## config.mk

```make
export PLATFORM = sky130hd
export DESIGN_NAME = mem_bit_invert
export DESIGN_NICKNAME = d
export VERILOG_FILES = /design/src/rtl/bitinv_pkg.sv /design/src/rtl/bitinv_agen.sv /design/src/rtl/bitinv_seq.sv /design/src/rtl/bitinv_flip.sv /design/src/rtl/mem_bit_invert.sv
export SDC_FILE = /design/constraint.sdc
export NUM_CORES = 1
export LEC_CHECK = 0
export ABC_AREA = 1
export BUFFER_PORTS_ARGS = -buffer_cell sky130_fd_sc_hd__buf_2
export CAP_MARGIN = 5
export CORE_ASPECT_RATIO = 0.8
export CORE_UTILIZATION = 40
export CTS_BUF_LIST = sky130_fd_sc_hd__clkbuf_8
export DETAILED_ROUTE_END_ITERATION = 7
export HOLD_SLACK_MARGIN = 0.12
export PLACE_DENSITY = 0.6
export SETUP_SLACK_MARGIN = 0.5
export SYNTH_ARGS = -nofsm -noshare
export SYNTH_HDL_FRONTEND = slang
export SYNTH_SLANG_ARGS = --single-unit
```

## constraint.sdc

```tcl
create_clock -name clk -period 3.9 [get_ports clk]
set_input_delay 0.39 -clock clk [delete_from_list [all_inputs] [get_ports clk]]
set_output_delay 0.39 -clock clk [all_outputs]
set_load 0.1 [all_outputs]
```

## src/rtl/bitinv_pkg.sv

```systemverilog
package bitinv_pkg;
    localparam int ADDR_W = 32;
    localparam int DISP_W = 16;
    localparam int BYTE_W = 8;
    localparam int IDX_W  = $clog2(BYTE_W);

    typedef enum logic [2:0] {
        PH_IDLE,
        PH_REQ,
        PH_WAIT,
        PH_WR,
        PH_DONE
    } phase_e;

    typedef struct packed {
        logic [ADDR_W-1:0] addr;
        logic [IDX_W-1:0]  idx;
    } op_t;

    function automatic logic [ADDR_W-1:0] sext_disp(input logic [DISP_W-1:0] d);
        return {{(ADDR_W-DISP_W){d[DISP_W-1]}}, d};
    endfunction
endpackage

```

## src/rtl/bitinv_agen.sv

```systemverilog
module bitinv_agen
    import bitinv_pkg::*;
(
    input  logic [ADDR_W-1:0] base,
    input  logic [DISP_W-1:0] disp,
    output logic [ADDR_W-1:0] addr
);
    assign addr = base + sext_disp(disp);
endmodule

```

## src/rtl/bitinv_seq.sv

```systemverilog
module bitinv_seq
    import bitinv_pkg::*;
(
    input  logic clk,
    input  logic rst,
    input  logic start,
    input  logic rvalid,
    output logic accept,
    output logic capture,
    output logic busy,
    output logic rd_req,
    output logic wr_en,
    output logic done
);
    phase_e ph_q, ph_d;

    always_comb begin
        ph_d = ph_q;
        case (ph_q)
            PH_IDLE: if (start)  ph_d = PH_REQ;
            PH_REQ:              ph_d = PH_WAIT;
            PH_WAIT: if (rvalid) ph_d = PH_WR;
            PH_WR:               ph_d = PH_DONE;
            PH_DONE:             ph_d = PH_IDLE;
            default:             ph_d = PH_IDLE;
        endcase
    end

    always_ff @(posedge clk) begin
        if (rst) ph_q <= PH_IDLE;
        else     ph_q <= ph_d;
    end

    assign accept  = (ph_q == PH_IDLE) && start;
    assign capture = (ph_q == PH_WAIT) && rvalid;
    assign busy    = (ph_q != PH_IDLE);
    assign rd_req  = (ph_q == PH_REQ);
    assign wr_en   = (ph_q == PH_WR);
    assign done    = (ph_q == PH_DONE);

    AST_REQ_SINGLE: assert property (@(posedge clk) disable iff (rst)
        rd_req |=> (!rd_req && busy && !wr_en));
    AST_WR_THEN_DONE: assert property (@(posedge clk) disable iff (rst)
        wr_en |=> done);
    AST_DONE_PULSE: assert property (@(posedge clk) disable iff (rst)
        done |=> !done);
    AST_START_IGNORED: assert property (@(posedge clk) disable iff (rst)
        (busy && !done && start) |=> busy);
    AST_RESET_IDLE: assert property (@(posedge clk)
        rst |=> (!wr_en && !busy && !rd_req && !done));
endmodule

```

## src/rtl/bitinv_flip.sv

```systemverilog
module bitinv_flip
    import bitinv_pkg::*;
(
    input  logic              clk,
    input  logic              rst,
    input  logic              capture,
    input  logic [BYTE_W-1:0] rdata,
    input  logic [IDX_W-1:0]  idx,
    output logic [BYTE_W-1:0] wdata,
    output logic              zf
);
    logic [BYTE_W-1:0] byte_q;

    always_ff @(posedge clk) begin
        if (rst)          byte_q <= '0;
        else if (capture) byte_q <= rdata;
    end

    for (genvar i = 0; i < BYTE_W; i++) begin : g_bit
        assign wdata[i] = byte_q[i] ^ (idx == IDX_W'(i));
    end

    assign zf = ~byte_q[idx];
endmodule

```

## src/rtl/mem_bit_invert.sv

```systemverilog
module mem_bit_invert
    import bitinv_pkg::*;
(
    input  logic              clk,
    input  logic              rst,
    input  logic              start,
    input  logic [ADDR_W-1:0] base_in,
    input  logic [DISP_W-1:0] disp_in,
    input  logic [IDX_W-1:0]  bit_sel,
    output logic              busy,
    output logic              done,
    output logic              zf_out,
    output logic              zf_we,
    output logic [ADDR_W-1:0] mem_addr,
    output logic              mem_re,
    input  logic [BYTE_W-1:0] mem_rdata,
    input  logic              mem_rvalid,
    output logic [BYTE_W-1:0] mem_wdata,
    output logic              mem_we
);
    logic [ADDR_W-1:0] tgt_addr;
    logic              accept;
    logic              capture;
    op_t               op_q;

    bitinv_agen u_agen (
        .base (base_in),
        .disp (disp_in),
        .addr (tgt_addr)
    );

    bitinv_seq u_seq (
        .clk     (clk),
        .rst     (rst),
        .start   (start),
        .rvalid  (mem_rvalid),
        .accept  (accept),
        .capture (capture),
        .busy    (busy),
        .rd_req  (mem_re),
        .wr_en   (mem_we),
        .done    (done)
    );

    always_ff @(posedge clk) begin
        if (rst)         op_q <= '0;
        else if (accept) op_q <= '{addr: tgt_addr, idx: bit_sel};
    end

    bitinv_flip u_flip (
        .clk     (clk),
        .rst     (rst),
        .capture (capture),
        .rdata   (mem_rdata),
        .idx     (op_q.idx),
        .wdata   (mem_wdata),
        .zf      (zf_out)
    );

    assign mem_addr = op_q.addr;
    assign zf_we    = done;

    AST_ADDR_FORMED: assert property (@(posedge clk) disable iff (rst)
        (start && !busy) |=> (mem_addr == $past(base_in + sext_disp(disp_in))));
    AST_ADDR_HELD: assert property (@(posedge clk) disable iff (rst)
        (mem_re || mem_we) |=> $stable(mem_addr));
    AST_ZF_FROM_BIT: assert property (@(posedge clk) disable iff (rst)
        mem_we |=> (zf_out == $past(mem_wdata[op_q.idx])));
    AST_ZFWE_WITH_DONE: assert property (@(posedge clk) disable iff (rst)
        zf_we |-> done);
endmodule

```

After elaboration in Yosys (flattened, before gate mapping):

Cells that the tools add are included.
W data, S select, Z words.

* flip-flop bits (word level): 46
* memories kept: 0
* bits in latches: 0
* ROM bits: 0
* memory bits (writable): 0
* input port bits: 63

* reductions and logical operators: 6
* div/mod/pow operators: 0
* shift operators: 0
* mux-type cells: 5
* add/subtract/negate cells: 1
* bitwise operators: 9
* equal/unequal tests: 13
* $lt $le $gt $ge: 1
* multipliers: 0

Operator list (number)
* $add A32 B32 Y32: 1
* $eq A3 B3 Y1 const B: 5
* $eq A3 B2 Y1 const B: 4
* $pmux W3 S4: 1
* $xor A1 B1 Y1: 8
* $eq A3 B1 Y1 const B: 2
* $logic_not A3 Y1: 2
* $mux W3: 2
* $lt A3 B4 Y1 const B: 1
* $ne A2 B2 Y1 const B: 2
* $bmux W1 S3: 1
* $reduce_bool A3 Y1: 1
* $logic_and A1 B1 Y1: 2
* $reduce_and A2 Y1: 1
* $mux W1: 1
* $not A1 Y1: 1

Logic depth before layout (Yosys ltp):

Gate-level depths: netlist (run 1).

* depth in word-level cells: 3
* mapped depth: 13
* gate-level depth less buffers: 13

Cells and area by module:

From an unflattened synthesis (run 1), not the netlist that was laid out.

* cells, all modules: 856
* area, all modules: 4820.9 µm²

By module, submodules not included
* bitinv_agen: cells each 494, instances 1, area an instance 2384.8 µm², seq. area each 0.0 µm²
* mem_bit_invert: cells each 255, instances 1, area an instance 1761.7 µm², seq. area each 700.7 µm²
* bitinv_flip: cells each 80, instances 1, area an instance 515.5 µm², seq. area each 160.2 µm²
* bitinv_seq: cells each 27, instances 1, area an instance 158.9 µm², seq. area each 60.1 µm²

Least setup slack after synthesis (run 1):

OpenSTA, ideal clock, no wires.

* path type: register -> output
* from: register op_q[0] (netlist name)
* to: output mem_wdata[5]
* required time: 3510 ps
* cell stages (with the launch flop): 5
* setup slack: 748 ps
* arrival: 2762 ps
* path buffers: 0
* cell sequence: dfxtp_1 > inv_1 > nor2_1 > nand2_1 > o21ai_0

* word-level cells in the longest chain between the ends: 2

RTL lines
* from (decl): line mem_bit_invert.sv:24 `op_t op_q;`
* from (signal assigned): line mem_bit_invert.sv:47 `else if (accept) op_q <= '{addr: tgt_addr, idx: bit_sel};`
* $eq A3 B3 Y1: line bitinv_flip.sv:20 `assign wdata[i] = byte_q[i] ^ (idx == IDX_W'(i));`
* $xor A1 B1 Y1: line bitinv_flip.sv:20
* to (decl): line mem_bit_invert.sv:18 `output logic [BYTE_W-1:0] mem_wdata,`

No other way between the ends.

Final worst setup path (run 1):

* from: register op_q[0] (netlist name)
* to: output zf_out

* word-level cells in the longest chain between the ends: 3

RTL lines
* $bmux W1 S3: line bitinv_flip.sv:23 `assign zf = ~byte_q[idx];`
* $mux W1 (implied by the code): line bitinv_flip.sv:23
* $not A1 Y1: line bitinv_flip.sv:23
* to (decl): line mem_bit_invert.sv:12 `output logic zf_out,`

No other way between the ends. The select of a mux whose other input is x is not followed.

==> results of run 1 <==
==> final timing paths <==
path | startpoint | to | cells past startpoint | slack (ns)
worst min register to register | u_flip.byte_q[4] | u_flip.byte_q[4] | 2 | 0.48
worst min-delay path | rst | mem_addr[1] | 2 | 0.30
worst max-delay path | op_q[0] | zf_out | 7 | 1.65
worst max register to register | u_seq.ph_q[2] | mem_addr[20] | 6 | 1.68
==> critical path: cells and delay by family, from the launching register on <==
family          cells  cell delay [ns]
compound gates      2             0.18
buf+inv             2             0.54
flops               1             0.38
simple gates        3             0.44
==> final cells by class <==
class | count | area share (%)
multi-input cells | 522 | 53.98
flip-flops and latches | 46 | 18.21
inverters | 155 | 11.50
repair buffers | 109 | 10.84
well taps | 144 | 3.563
clock buffers | 5 | 1.361
clock inverters | 3 | 0.5443
==> placed cells by master (no fill, tap or decap), types with 10 or more instances in the layout <==
cell type	Yosys	layout
nand2_1	251	251
inv_1	152	152
buf_2	5	108
nor2_1	47	47
dfxtp_1	46	46
nand3_1	39	39
a21oi_1	37	37
ha_1	31	31
o21ai_0	29	29
xor2_1	18	18
o21bai_1	17	17
o21a_1	13	13
nand2_2	10	10
==> through the flow <==
stage	setup slack [ns]	area, um^2	total power, mW
floorplan	0.7482	4539	1.431
CTS	1.676	5057	1.916
detailed placement	1.543	4961	1.579
global placement	1.581	4961	1.572
global route	1.434	5057	2.030
finish	1.646	5057	1.907
==> per-layer routing <==
layer  vias up  share of wire (%)  track usage [%]
li1       2464                  -                -
met1      1977                 53            31.96
met2       130                 40            33.10
met3         8                6.3            2.641
met4         0               0.65            3.419
met5         -                  0                0
==> power by group <==
group | switching [mW] | total [mW] | internal, mW
Combinational | 0.784 | 1.02 | 0.237
Clock | 0.202 | 0.335 | 0.134
Sequential | 0.0303 | 0.550 | 0.520
Total | 1.02 | 1.91 | 0.891
==> registers in the layout, summed over array words and instances, names as in the netlist <==
signal	count
mem_addr	32
u_flip.byte_q	8
op_q	3
u_seq.ph_q	3
==> synth_stat cells <==
library cell	count
o21a_1	13
o211ai_1	1
inv_2	3
fa_1	1
xnor2_1	2
nor3_1	2
o21bai_2	1
nand3_2	4
o21ai_0	29
o221ai_1	1
nand4_1	3
nor3_2	2
a21o_1	1
o21bai_1	17
nor2_1	47
and2_1	1
nor4_1	1
buf_2	5
nor2_2	5
dfxtp_1	46
ha_1	31
nand3_1	39
a221oi_1	1
clkbuf_1	5
buf_4	35
nor2_4	1
inv_1	152
o2111ai_1	1
nand3b_2	1
a21oi_1	37
nand2_1	251
a211oi_1	1
xor2_1	18
nand2_2	10
==> logic make-up (layout without fill, tap and decap cells) <==
group / count (synthesis) / after routing
DFF: 46 / 46
adders and majority gates: 32 / 32
xor gates and xnor gates: 20 / 20
buffers and inverters: 200 / 272
AOI/OAI and AO/OA: 103 / 103
and+or+nand+nor: 367 / 367
==> results.toml, run 1 <==
[placement]
dp_cells = 976
hpwl_um = 10020
io_buffers = 108
gp_congestion = 0.8716

[worst_setup_path]
worstPathRequired_ns = 3.51
path_cells = "inv_1, nor2_1, nand2_1, o2111ai_1, nand2_1, o221ai_1, buf_2"
crit_slowest_cell = "buf_2"
crit_type = "flop to output port"
cp_common_cell = "nand2_1"
startpoint_type = "flop"
worst_setup_path_end_kind = "output port"
critPathMaxFanout = 4
cp.arrival_ns = 1.86
cp_slowest_stage_delay_ns = 0.47

[finish]
multi_input_area_um2 = 2730
area_growth_pct = 11.41
instances_no_fill = 984
n_antenna_cell = 0
seqCellArea_um2 = 920.9
drive_gt1_share_pct = 17.14
fillers = 1241
final_nets = 934
fin_util_pct = 46.08

[pwr]
cellLeakagePower_nw = 3.090
ir_drop_mv = 0.1179
power_density_nw_per_um2 = 377.1

[synthesis]
syn_inst = 768
ys.warnings.count = 0
synth_top_family_by_area = "simple AND/OR/NAND/NOR gates"
yosys-top-cells-area = "nand2_1 21%, dfxtp_1 20%, inv_1 13%"
synth_top_area_cell = "nand2_1"
synthMuxAreaShare_pct = 0
netlist.area_leader.share_pct = 20.76
syn_avg_cell_area_um2 = 5.911
mappedNetlistArea_um2 = 4539
synth_simple_gate_area_share_pct = 33.74
synth-seq-area-share_pct = 20.29
synth-xor-area-share_pct = 3.859
synth-seq-cells = 46
syn-num-nets = 863
synth_fa_ha_area_share_pct = 8.986
synth_compound_area_share_pct = 13.56
synthDistinctLibCells = 34

[sta]
hold_viol = 0
final-setup-viol-count = 0
holdWs_ns = 0.3048
tightest_slew_ns = 0.8938
slew_headroom_pct = 40.35
fmax_mhz = 443.7
drv_slew = 0
min_period_over_period_pct = 57.79
fin_crit_ns = 2.254
fin_skew_ns = 0.02515
tns_ns = 0
rsz0062_at_grt = "false"

[routing]
viasPerCell = 4.653
drtPass1Iterations = 5
drt_iter0_markers = 282
drc = 0
drtAntennaViolNets = 0
wl_per_cell_um = 12.39
finalWirelength_um = 12200
vias = 4579

[die]
core-area_um2 = 10980
pin_count = 109
die-area_um2 = 11780
start_util_pct = 41.36
num_rows = 34
fp.dieW_um = 121.1
die_h_um = 97.28

[global_routing]
grt_usage_pct = 21.44
grt_pass1_wl_um = 20250
gr-total-overflow = 0
grt_pass1_vias = 4214
antenna_found_initial = 0
grt_max_degree = 50

[clocking]
clockBufferDepth = 2
cts.clk_slew.worst_paths_ns = 0.12
cts_root_buf = "clkbuf_8"
cts_max_level = 2
clock-sinks = 46
cts_tree = "built"
numCtsBuffers = 5
cts_setup_buffers = 0
holdBufCountCts = 0
clock_latency_ns = 0.32
post_cts_resized = 0

[run_status]
outcome = "finished clean"

[min_path]
min_path_type = "input pin to flop"

[job]
drv_cap = 0
Power figures use the tool's default switching activity.
==> run 2, diff against run 1 <==
==> constraint.sdc (replaced) <==
create_clock -name clk -period 2.3 [get_ports clk]
set_input_delay 0.23 -clock clk [delete_from_list [all_inputs] [get_ports clk]]
set_output_delay 0.23 -clock clk [all_outputs]
set_load 0.1 [all_outputs]
==> run 2 against run 1 <==
  * Sequential power up 71%
  * Largest cell class unchanged
  * Final cell count grew 0.30%
  * Largest power group unchanged
  * Die area unchanged
==> results.toml, run 2 (same netlist as run 1, synthesis figures left out) <==
[global_routing]
grt_pass1_vias = 4373
grt_pass1_wl_um = 21580
grt_max_degree = 38
grt_usage_pct = 23.26
antenna_found_initial = 0
gr-total-overflow = 0

[finish]
instances_no_fill = 987
final_nets = 937
final_common_cell = "nand2_1"
n_antenna_cell = 0
area_growth_pct = 17.01
final_cell_mix = "250 x nand2_1, 153 x inv_1, 97 x buf_2"
largest_reg_flops = 32
drive_gt1_share_pct = 20.88

[sta]
fmax_mhz = 575.6
tightest_slew_ns = 0.6442
hold_viol = 0
drv_slew = 0
fin_crit_ns = 1.737
tns_ns = 0
rsz0062_at_grt = "true"
setup_slack_ns = 0.5626
fin_skew_ns = 0.005167
final-setup-viol-count = 0
min_period_over_period_pct = 75.54
slew_headroom_pct = 57.00

[pwr]
power_density_nw_per_um2 = 636.9
ir_drop_mv = 0.3028
cellLeakagePower_nw = 3.129

[worst_setup_path]
worst_setup_path_end_kind = "output port"
crit_type = "flop to output port"
worstPathRequired_ns = 2.07
startpoint_type = "flop"
critPathMaxFanout = 8
cp.arrival_ns = 1.51
reg2regPathDepth = 7

[clocking]
clock-sinks = 46
cts.clk_slew.worst_paths_ns = 0.09
cts_root_buf = "clkbuf_8"
cts_max_level = 2
cts_tree = "built"
clockBufferDepth = 2
numCtsBuffers = 5
clock_latency_ns = 0.30
cts_setup_buffers = 0

[routing]
drtAntennaViolNets = 0
vias = 4714
finalWirelength_um = 13210
viasPerCell = 4.776
wl_per_cell_um = 13.38
drt_iter0_markers = 335
drc = 0
drtPass1Iterations = 5

[placement]
gp_congestion = 0.9772
io_buffers = 108
dp_cells = 979
dp_slack_ns = 0.1719
hpwl_um = 10890

[min_path]
whs_path_depth = 2
min_path_type = "input pin to flop"

[die]
die_h_um = 97.28
start_util_pct = 41.36
num_rows = 34
core-area_um2 = 10980
fp.dieW_um = 121.1
die-area_um2 = 11780
pin_count = 109

[job]
drv_cap = 0

[run_status]
outcome = "finished clean"
run 2: cell types whose count changed in the layout (fill, tap and decap cells not counted), sizes merged:
cell    change
inv         -1
buf         +2
clkbuf      +1
bufinv      +1
run 2: routing by layer:
metal | vias up | GRT usage, % | share of wire, %
met2 | 144 | 33.45 | 39
li1 | 2467 | - | -
met3 | 11 | 4.343 | 7.8
met1 | 2092 | 35.30 | 52
met4 | 0 | 5.033 | 1.2
met5 | - | 0 | 0
run 2: critical path, stage by stage, from the launching register on:
cell     delay [ns]
dfxtp_2        0.42
inv_1          0.17
nor2_2         0.23
xor2_4         0.16
buf_6          0.23
run 2: final cells by class:
cell class | instances | area [um^2]
inverters | 155 | 584.3
clock buffers | 5 | 68.82
fillers | 1171 | 5664
flip-flops and latches | 46 | 924.6
multi-input cells | 522 | 2892
clock inverters | 3 | 41.29
repair buffers | 112 | 620.6
well taps | 144 | 180.2
run 2: where the power goes:
part / internal (mW) / total [mW] / switching [mW]
logic: 0.455 / 1.83 / 1.38
clock network: 0.320 / 0.606 / 0.285
registers: 0.883 / 0.943 / 0.0602
total: 1.66 / 3.38 / 1.72
run 2: path summary, 6_finish.rpt:
path                      start            to  slack, ns
setup / recovery        op_q[2]  mem_wdata[7]       0.56
hold / removal              rst   mem_addr[1]       0.19
setup reg to reg  u_seq.ph_q[1]  mem_addr[31]       0.67
hold reg to reg     mem_addr[0]   mem_addr[0]       0.47
run 2: metrics by stage:
step                hold slack (ns)  instance area (um^2)  utilization, %  power, mW
floorplan                    0.2991                  4627               -      2.447
global placement             0.4517                  5071           46.20      2.717
detailed placement           0.4539                  5071           46.20      2.727
CTS                          0.1743                  5229           47.64      3.368
global route                 0.1815                  5311           48.39      3.602
finish                       0.1852                  5311           48.39      3.383
run 2: what timing repair did:
item                                    4_1_cts  5_1_grt
endpoints found under the setup margin       11       22
endpoints found under the hold margin         0        0
resized for setup                            18       23
hold buffers                                  0        0
==> run 3, diff against run 2 <==
--- a/config.mk
+++ b/config.mk
@@ -13,7 +13,7 @@
 export CTS_BUF_LIST = sky130_fd_sc_hd__clkbuf_8
 export DETAILED_ROUTE_END_ITERATION = 7
 export HOLD_SLACK_MARGIN = 0.12
-export PLACE_DENSITY = 0.6
+export PLACE_DENSITY = 0.62
 export SETUP_SLACK_MARGIN = 0.5
 export SYNTH_ARGS = -nofsm -noshare
 export SYNTH_HDL_FRONTEND = slang
==> constraint.sdc (replaced) <==
create_clock -name clk -period 1.55 [get_ports clk]
set_input_delay 0.155 -clock clk [delete_from_list [all_inputs] [get_ports clk]]
set_output_delay 0.155 -clock clk [all_outputs]
set_load 0.1 [all_outputs]
==> run 3 against run 2 <==
  * Critical path type unchanged
  * Clock power is 50% higher
  * The run now ends with negative setup slack left
  * Highest routed layer unchanged
  * Critical path depth is 2 higher
  * Worst hold slack worse by 0.069 ns
  * Largest power group unchanged
==> results.toml, run 3 (same netlist as run 1, synthesis figures left out) <==
[placement]
dp_slack_ns = -0.2280
placed_cell_area_um2 = 6309
hpwl_um = 11450
io_buffers = 108
gp_congestion = 0.9322

[finish]
area_growth_pct = 99.31
final_nets = 1060
seqCellArea_um2 = 1021
final_common_cell = "nand2_1"
n_antenna_cell = 0
drive_gt1_share_pct = 57.14
largest_reg_flops = 32
post-route-cell-area_um2 = 9047
fillers = 593
multi_input_area_um2 = 4427
final_cell_mix = "169 x nand2_1, 132 x inv_1, 65 x buf_4"

[routing]
drtPass1Iterations = 5
wl_per_cell_um = 19.79
viasPerCell = 5.390
drt_iter0_markers = 558
drtAntennaViolNets = 0
drc = 0
vias = 5983
finalWirelength_um = 21960

[clocking]
cts_max_level = 2
clockBufferDepth = 2
cts_tree = "built"
clock-sinks = 46
numCtsBuffers = 5
clock_latency_ns = 0.33
cts_root_buf = "clkbuf_8"
cts.clk_slew.worst_paths_ns = 0.11

[sta]
drv_slew = 0
tightest_slew_ns = 0.3884
min_period_over_period_pct = 113.2
fin_skew_ns = 0.01622
fin_crit_ns = 1.755
fmax_mhz = 569.7
hold_viol = 0
setup_slack_ns = -0.2053
slew_headroom_pct = 74.08
final-setup-viol-count = 11
rsz0062_at_grt = "true"

[die]
die-area_um2 = 11780
core-area_um2 = 10980
pin_count = 109
start_util_pct = 41.36
fp.dieW_um = 121.1
num_rows = 34
die_h_um = 97.28

[global_routing]
grt_usage_pct = 32.28
grt_pass1_wl_um = 29580
grt_max_degree = 35
grt_pass1_vias = 5681
antenna_found_initial = 0
gr-total-overflow = 0

[worst_setup_path]
worstPathRequired_ns = 1.39
reg2reg_to = "mem_addr[24]"
reg2regPathDepth = 10
cp.arrival_ns = 1.60
critPathMaxFanout = 4
rrSetupSlack_ns = -0.01
worst_setup_path_end_kind = "output port"
crit_type = "flop to output port"
startpoint_type = "flop"
worstReg2RegStart = "u_seq.ph_q[2]"

[run_status]
outcome = "complete, but fails checks"
violations = "negative setup slack"

[min_path]
holdPathEnd = "u_flip.byte_q[1]"
whs_path_depth = 3
min_path_type = "input pin to flop"
min-delay-start = "mem_rdata[1]"

[pwr]
combinationalPowerShare_pct = 66.9
p_sw_mw = 3.643
clkPwrFrac_pct = 12.3
power_density_nw_per_um2 = 812.3
cellLeakagePower_nw = 4.358
sequentialPowerShare_pct = 20.8
p_int_mw = 3.706
ir_drop_mv = 0.4722
swShare_pct = 49.57

[job]
drv_cap = 0
run 3: cell types whose count changed in the layout (fill, tap and decap cells not counted), moves of 26 or more:
| cell | before | now |
|---|---|---|
| nand2_1 | 250 | 169 |
| buf_12 | 0 | 58 |
| buf_4 | 9 | 65 |
| nand2_2 | 11 | 61 |
| buf_2 | 97 | 57 |
| dfxtp_1 | 43 | 8 |
| nand2_4 | 0 | 30 |
| ha_4 | 2 | 31 |
| buf_6 | 4 | 30 |
| o21ai_0 | 26 | 0 |
run 3: power groups by stage:
stage               clock network, mW  registers, mW  logic [mW]
CTS                             0.838           1.49        4.41
global route                    0.931           1.53        5.10
global placement                    0           1.44        3.18
floorplan                           0           1.42        2.48
detailed placement                  0           1.44        3.22
finish                          0.908           1.53        4.91
run 3: worst max-delay path: stages, from the launching register on:
cell and delay, ns:
dfxtp_4 0.45, inv_4 0.06, nor2_4 0.18, nand2_2 0.10, buf_4 0.15, o21ai_4 0.14
buf_12 0.19
run 3: repair_timing:
| action | in CTS | in global routing |
|---|---|---|
| hold buffers | 8 | 0 |
| resized for setup | 398 | 101 |
| endpoints found under the hold margin | 10 | 0 |
| gates cloned | 13 | 0 |
| pin swaps | 116 | 61 |
| buffers inserted | 39 | 16 |
| endpoints found under the setup margin | 90 | 80 |
run 3: per-stage QoR:
step	utilization (%)	power (mW)	TNS [ns]	hold WS (ns)	instances
2_1_floorplan	-	3.899	0	0.2144	768
3_3_place_gp	57.48	4.616	-2.843	0.4226	1026
3_5_place_dp	57.48	4.660	-3.432	0.4245	1026
4_1_cts	77.78	6.738	-0.6223	0.1207	1094
5_1_grt	82.43	7.562	-1.683	0.1084	1110
6_report	82.43	7.349	-1.383	0.1159	1110
run 3: layer usage:
| layer | GRT usage [%] | part of all wire (%) |
|---|---|---|
| met1 | 39.92 | 41 |
| met2 | 57.27 | 47 |
| met3 | 4.636 | 7.5 |
| met4 | 9.782 | 4.4 |
| met5 | 0 | 0 |
run 3: worst max-delay path by stage:
| stage | start | end | slack [ns] | depth (start not counted) |
|---|---|---|---|---|
| 6_report | op_q[1] | mem_wdata[6] | -0.21 | 6 |
| 5_1_grt | op_q[1] | mem_wdata[6] | -0.23 | 6 |
| 4_1_cts | op_q[0] | zf_out | -0.13 | 6 |
| 3_5_place_dp | base_in[0] | mem_addr[22] | -0.23 | 13 |
| 3_3_place_gp | disp_in[15] | mem_addr[18] | -0.23 | 12 |
| 2_1_floorplan | base_in[0] | mem_addr[24] | 0.10 | 12 |
run 3: area by class of cell:
class                      instances  share of cell area, %
clock buffer                       5                 0.7606
clock inverter                     3                 0.3181
inverter                         155                  6.707
multi-input combinational        524                  48.93
sequential                        46                  11.28
tap                              144                  1.991
timing repair buffer             233                  30.01
